`src/rtl/frac_clk_div_pkg.sv`:
```
package frac_clk_div_pkg;
   localparam int unsigned SEL_W     = 3;
   localparam int unsigned SEL_CODES = 1 << SEL_W;

   typedef enum logic [1:0] {
      PATH_IDLE  = 2'd0,
      PATH_PLAIN = 2'd1,
      PATH_FRAC  = 2'd2
   } path_e;
endpackage

```
`src/rtl/fcd_src_mux.sv`:
```
module fcd_src_mux
   import frac_clk_div_pkg::*;
#(
   parameter int unsigned NUM_SRC = 5
) (
   input  logic [NUM_SRC-1:0] src_en,
   input  logic [SEL_W-1:0]   sel,
   output logic               tick
);
   logic [SEL_CODES-1:0] lane;

   // Codes without a real source are wired to lane 0.
   generate
      for (genvar g = 0; g < SEL_CODES; g++) begin : g_lane
         if (g < NUM_SRC) begin : g_real
            assign lane[g] = src_en[g];
         end else begin : g_fallback
            assign lane[g] = src_en[0];
         end
      end
   endgenerate

   assign tick = lane[sel];
endmodule

```
`src/rtl/fcd_half_div.sv`:
```
module fcd_half_div #(
   parameter int unsigned HID_W = 5
) (
   input  logic             clk,
   input  logic             rst_n,
   input  logic             clr,
   input  logic             tick,
   input  logic [HID_W-1:0] hid,
   output logic             last_tick,
   output logic             level
);
   localparam int unsigned CW = HID_W + 1;

   logic [CW-1:0] period;
   logic [CW-1:0] cnt;
   logic          at_last;

   // Ticks per pre-divided period: 2 when bypassed, else hid+1.
   always_comb begin
      if (hid <= HID_W'(1)) period = CW'(2);
      else                  period = CW'(hid) + CW'(1);
   end

   assign at_last   = (cnt == period - CW'(1));
   assign last_tick = tick && at_last;
   assign level     = ({cnt, 1'b0} < {1'b0, period});

   always_ff @(posedge clk or negedge rst_n) begin
      if (!rst_n)    cnt <= '0;
      else if (clr)  cnt <= '0;
      else if (tick) cnt <= at_last ? '0 : cnt + CW'(1);
   end
endmodule

```
`src/rtl/fcd_mn_accum.sv`:
```
module fcd_mn_accum #(
   parameter int unsigned MND_W  = 8,
   parameter int unsigned HAS_MN = 1
) (
   input  logic             clk,
   input  logic             rst_n,
   input  logic             clr,
   input  logic             step,
   input  logic             active,
   input  logic [MND_W-1:0] m,
   input  logic [MND_W:0]   n_eff,
   input  logic [MND_W-1:0] d_val,
   output logic             wrap,
   output logic             level,
   output logic [MND_W:0]   acc_o
);
   localparam int unsigned AW = MND_W + 1;

   generate
      if (HAS_MN != 0) begin : g_frac
         logic [AW-1:0] acc;
         logic [AW:0]   sum;

         assign sum   = {1'b0, acc} + {2'b00, m};
         assign wrap  = (sum >= {1'b0, n_eff});
         assign level = ({acc, 1'b0} < {2'b00, d_val});
         assign acc_o = acc;

         always_ff @(posedge clk or negedge rst_n) begin
            if (!rst_n)                acc <= '0;
            else if (clr)              acc <= '0;
            else if (step && active)   acc <= wrap ? AW'(sum - {1'b0, n_eff}) : AW'(sum);
         end
      end else begin : g_none
         assign wrap  = 1'b1;
         assign level = 1'b0;
         assign acc_o = '0;
      end
   endgenerate
endmodule

```
`src/rtl/frac_clk_div.sv`:
```
module frac_clk_div
   import frac_clk_div_pkg::*;
#(
   parameter int unsigned NUM_SRC = 5,
   parameter int unsigned HID_W   = 5,
   parameter int unsigned MND_W   = 8,
   parameter int unsigned HAS_MN  = 1
) (
   input  logic               clk,
   input  logic               rst_n,
   input  logic               root_en,
   input  logic [NUM_SRC-1:0] src_en,
   input  logic [2:0]         cfg_sel,
   input  logic [HID_W-1:0]   cfg_hid,
   input  logic               cfg_dual,
   input  logic [MND_W-1:0]   cfg_m,
   input  logic [MND_W-1:0]   cfg_n_inv,
   input  logic [MND_W-1:0]   cfg_d_inv,
   output logic               clk_out,
   output logic               running
);
   localparam int unsigned CFG_W = SEL_W + HID_W + 1 + 3 * MND_W;
   localparam bit          MN_ON = (HAS_MN != 0);

   generate
      if (HID_W < 2) begin : g_bad_hid
         $error("frac_clk_div: HID_W must be at least 2");
      end
      if (MND_W < 2) begin : g_bad_mnd
         $error("frac_clk_div: MND_W must be at least 2");
      end
      if (NUM_SRC < 1 || NUM_SRC > SEL_CODES) begin : g_bad_src
         $error("frac_clk_div: NUM_SRC out of range");
      end
   endgenerate

   logic [CFG_W-1:0] live_vec;
   logic [CFG_W-1:0] shadow_vec;
   logic [SEL_W-1:0] sh_sel;
   logic [HID_W-1:0] sh_hid;
   logic             sh_dual;
   logic [MND_W-1:0] sh_m;
   logic [MND_W-1:0] sh_n_inv;
   logic [MND_W-1:0] sh_d_inv;

   assign live_vec = {cfg_sel, cfg_hid, cfg_dual, cfg_m, cfg_n_inv, cfg_d_inv};
   assign {sh_sel, sh_hid, sh_dual, sh_m, sh_n_inv, sh_d_inv} = shadow_vec;

   // Decoding of the inverted N and D fields.
   logic [MND_W:0]   n_eff;
   logic [MND_W-1:0] d_val;
   logic             frac_on;

   assign n_eff   = {1'b0, ~sh_n_inv} + {1'b0, sh_m};
   assign d_val   = ~sh_d_inv;
   assign frac_on = MN_ON && sh_dual && (n_eff != '0) && ({1'b0, sh_m} != n_eff);

   logic tick_sel;
   logic tick;
   logic pd_end;
   logic pd_level;
   logic mn_wrap;
   logic mn_level;
   logic [MND_W:0] mn_acc;
   logic boundary;
   logic reload;
   logic div_clr;

   fcd_src_mux #(.NUM_SRC(NUM_SRC)) u_mux (
      .src_en (src_en),
      .sel    (sh_sel),
      .tick   (tick_sel)
   );

   assign tick = tick_sel && root_en;

   fcd_half_div #(.HID_W(HID_W)) u_pre (
      .clk       (clk),
      .rst_n     (rst_n),
      .clr       (div_clr),
      .tick      (tick),
      .hid       (sh_hid),
      .last_tick (pd_end),
      .level     (pd_level)
   );

   fcd_mn_accum #(.MND_W(MND_W), .HAS_MN(HAS_MN)) u_mn (
      .clk    (clk),
      .rst_n  (rst_n),
      .clr    (div_clr),
      .step   (pd_end),
      .active (frac_on),
      .m      (sh_m),
      .n_eff  (n_eff),
      .d_val  (d_val),
      .wrap   (mn_wrap),
      .level  (mn_level),
      .acc_o  (mn_acc)
   );

   // An output period ends on a pre-divider end, gated by wrap in frac mode.
   assign boundary = pd_end && (frac_on ? mn_wrap : 1'b1);
   assign reload   = boundary && (live_vec != shadow_vec);
   assign div_clr  = !root_en || reload;

   always_ff @(posedge clk or negedge rst_n) begin
      if (!rst_n)                  shadow_vec <= '0;
      else if (!root_en || reload) shadow_vec <= live_vec;
   end

   path_e path;
   always_comb begin
      if (!root_en)     path = PATH_IDLE;
      else if (frac_on) path = PATH_FRAC;
      else              path = PATH_PLAIN;
   end

   logic out_q;
   logic run_q;
   always_ff @(posedge clk or negedge rst_n) begin
      if (!rst_n) begin
         out_q <= 1'b0;
         run_q <= 1'b0;
      end else begin
         run_q <= root_en;
         unique case (path)
            PATH_FRAC:  out_q <= mn_level;
            PATH_PLAIN: out_q <= pd_level;
            default:    out_q <= 1'b0;
         endcase
      end
   end

   assign clk_out = out_q;
   assign running = run_q;
endmodule

```
`config.mk`:
```
export PLATFORM = sky130hd
export DESIGN_NAME = frac_clk_div
export DESIGN_NICKNAME = d
export VERILOG_FILES = /design/src/rtl/frac_clk_div_pkg.sv /design/src/rtl/fcd_src_mux.sv /design/src/rtl/fcd_half_div.sv /design/src/rtl/fcd_mn_accum.sv /design/src/rtl/frac_clk_div.sv
export SDC_FILE = /design/constraint.sdc
export NUM_CORES = 1
export LEC_CHECK = 0
export BUFFER_PORTS_ARGS = -buffer_cell sky130_fd_sc_hd__buf_2
export CAP_MARGIN = 20
export CORE_MARGIN = 3
export CORE_UTILIZATION = 50
export CTS_CLUSTER_SIZE = 28
export DETAILED_ROUTE_END_ITERATION = 10
export PLACE_DENSITY = 0.69
export SLEW_MARGIN = 20
export SYNTH_ARGS = -nofsm -noshare
export SYNTH_HDL_FRONTEND = slang
export SYNTH_SLANG_ARGS = --single-unit
```
`constraint.sdc`:
```
create_clock -name clk -period 4.95 [get_ports clk]
set_input_delay 0.495 -clock clk [delete_from_list [all_inputs] [get_ports clk]]
set_output_delay 0.495 -clock clk [all_outputs]
set_load 0.005 [all_outputs]
```
==> impl_metrics.json <==
{
  "port_buffers": 42,
  "cts.repair.resized": 0,
  "cts_sinks": 50,
  "synth_ff_type": "dfrtp_1",
  "synth-async-reset-ratio_pct": 100,
  "cp-end-kind": "flop",
  "ioPinCount": 43,
  "layout_setup_ws_ns": 0.459,
  "grt_pass1_vias": 3572,
  "synth_edf_count": 0,
  "synth_top_area_share_pct": 27.7,
  "tns_ns": 0,
  "place_ws_ns": 0.528,
  "drive_gt1_share_pct": 17.8,
  "period_needed_ns": 4.49,
  "fillers": 784,
  "drtIter0Drc": 173,
  "synth_warnings": 0,
  "cts_tree": "built",
  "cts_root_buffer": "clkbuf_8",
  "rsz0062_at_grt": "false",
  "fin_nets": 602,
  "die_w_microns": 101,
  "grt_max_degree": 51,
  "utilization_pct": 56.0,
  "cts.htree.levels": 2,
  "ant_nets": 0,
  "r2r_end": "shadow_vec[26]",
  "dieHeight_microns": 101,
  "firstDrtPassIters": 4,
  "crit_fanout": 27,
  "r2r_setup_slack_ns": 0.46,
  "dpl.hpwl_mm": 8.63,
  "synth_seq_area_share_pct": 27.7,
  "insertion_delay_ns": 0.30,
  "grt_antenna_before_repair": 0,
  "yosys.area.top_type": "dfrtp_1",
  "start_util_pct": 51.5,
  "crit_type": "reg -> reg",
  "coreArea_sq_um": 8760,
  "timing.fmax_ghz": 0.223,
  "r2r-start": "shadow_vec[16]",
  "postCtsSetupBuffers": 0,
  "ir_worst_vdd_uv": 268,
  "vias_per_cell": 5.80,
  "syn-instance-count": 481,
  "status": "complete, no violations",
  "row_count": 34,
  "cts_hold_buffers": 0,
  "max_slew_margin_pct": 50.8,
  "wl_per_cell_microns": 16.9,
  "cp-start-kind": "flop",
  "worstMarginPinSlew_ns": 0.739,
  "synth_cell_types": 62,
  "setup_viol": 0,
  "wl_mm": 10.6,
  "vias": 3632,
  "clock_skew_ns": 0.0128,
  "numCtsBuffers": 5,
  "grt_overflow_total": 0,
  "die_area_sq_um": 10200,
  "syn-cell-area_sq_um": 4520,
  "finalHoldViolations": 0,
  "whs_ns": 0.277,
  "min_path_type": "in -> async",
  "drc": 0,
  "rr_worst_depth": 17,
  "drv_cap": 0,
  "syn_to_final_growth_pct": 8.59,
  "synth_area_per_cell_sq_um": 9.39,
  "grt.total_usage_pct": 21.5,
  "required_ns": 5.14,
  "gp_congestion": 0.922,
  "power.density_nw_per_um2": 352,
  "synthTopCellsByArea": "dfrtp_1 28%, ha_1 11%, mux2_2 7.2%",
  "dp_cells": 618,
  "synth-seq-cells": 50,
  "finalCritPeriodShare_pct": 90.7,
  "grt_pass1_wl_mm": 17.5,
  "n_antenna_cell": 0,
  "clkTransAtPathRegs_ns": 0.10,
  "clock_path_buffers": 2,
  "stdcell_count": 626,
  "syn_nets": 566,
  "p_leak_nw": 2.21,
  "slew_violations": 0,
  "arrival_ns": 4.68
}
[cells in the final DEF (no fill, tap or decap), drive strengths merged, types with 3 or more instances in the layout]
cell type / n
o22ai: 4
xnor2: 37
nor2b: 3
nand4: 12
xor2: 29
a21o: 12
a31oi: 3
mux2: 34
buf: 46
mux2i: 4
a211oi: 13
o21ai: 18
a21oi: 38
o211ai: 4
and4: 3
dfrtp: 50
o21bai: 4
inv: 27
nand2: 24
nand3: 11
clkbuf: 6
fa: 3
nand2b: 6
and3: 4
nor3: 13
ha: 41
and2: 3
nor4: 7
nor2: 25
[kinds of logic after synthesis]
| group | share of synthesized area, % |
|---|---|
| fa+ha+maj | 12.7 |
| flops | 27.7 |
| compound gates | 16.7 |
| xor+xnor | 14.5 |
| buf+inv | 4.35 |
| mux | 9.86 |
| simple gates | 14.2 |
[synth_stat cells (3+ instances only)]
master and instances:
dfrtp_1 50, ha_1 41, a21oi_1 38, xnor2_1 36
mux2_2 29, xor2_1 29, inv_1 26, nor2_1 25
nand2_1 24, o21ai_0 15, nor3_1 13, a211oi_1 12
a21o_1 12, nand4_1 12, nand3_1 11, nor4_1 7
buf_2 6, clkbuf_1 6, nand2b_1 6, mux2_1 5
and3_1 4, mux2i_1 4, o211ai_1 4, o21bai_1 4
o22ai_1 4, a31oi_1 3, and2_1 3, and4_1 3
buf_6 3, fa_1 3, nor2b_1 3
[per-stage QoR]
step           instance area (sq um)  total power, mW
6_report                        4900             1.73
5_1_grt                         4900             1.87
4_1_cts                         4900             1.73
3_5_place_dp                    4800             1.47
3_3_place_gp                    4800             1.46
2_1_floorplan                   4520             1.25
[power by group]
part / switching [mW] / internal, mW
combinational: 0.510 / 0.432
sequential: 0.0771 / 0.452
clock: 0.142 / 0.115
total: 0.730 / 0.998
[per-layer routing]
metal	track usage [%]	vias up	routed length, microns
met4	4.70	0	85
met2	37.1	50	5150
met1	29.4	1749	5030
met3	1.87	6	340
met5	0	-	0
li1	-	1827	-
[worst max-delay path by stage]
stage              startpoint             end  slack [ns]  cells after the start
5_1_grt        shadow_vec[16]   shadow_vec[7]        0.16                     19
2_1_floorplan  shadow_vec[16]   shadow_vec[1]        1.13                     16
3_5_place_dp   shadow_vec[16]  shadow_vec[26]        0.53                     17
3_3_place_gp   shadow_vec[19]  shadow_vec[30]        0.58                     16
4_1_cts        shadow_vec[16]  shadow_vec[26]        0.47                     19
6_report       shadow_vec[16]  shadow_vec[26]        0.46                     17
[worst max-delay path: stages (launching register included)]
cell and delay, ns:
dfrtp_1 0.46, ha_1 0.26, fa_1 0.41, a21o_1 0.18
a21oi_1 0.26, o21ai_0 0.15, a31oi_1 0.22, xnor2_1 0.10
ha_1 0.37, nand2_1 0.07, nor3_1 0.24, nor2_1 0.07
o211ai_1 0.14, a21o_1 0.20, a211oi_1 0.10, o21ai_4 0.52
buf_12 0.26, mux2_2 0.36
[cell type report]
cell class	count	area, sq um	share of cell area (%)
Timing Repair Buffer	46	253	5.15
Clock buffer	6	82.6	1.68
Sequential cell	50	1250	25.5
Clock inverter	2	16.3	0.332
Tap cell	108	135	2.76
Inverter	26	97.6	1.99
Multi-Input combinational cell	388	3070	62.6
[state kept, by name, indices dropped and copies added (netlist names)]
signal      count
clk_out         1
running         1
shadow_vec     33
u_mn.acc_o      9
u_pre.cnt       6
(Power assumes the default switching activity.)
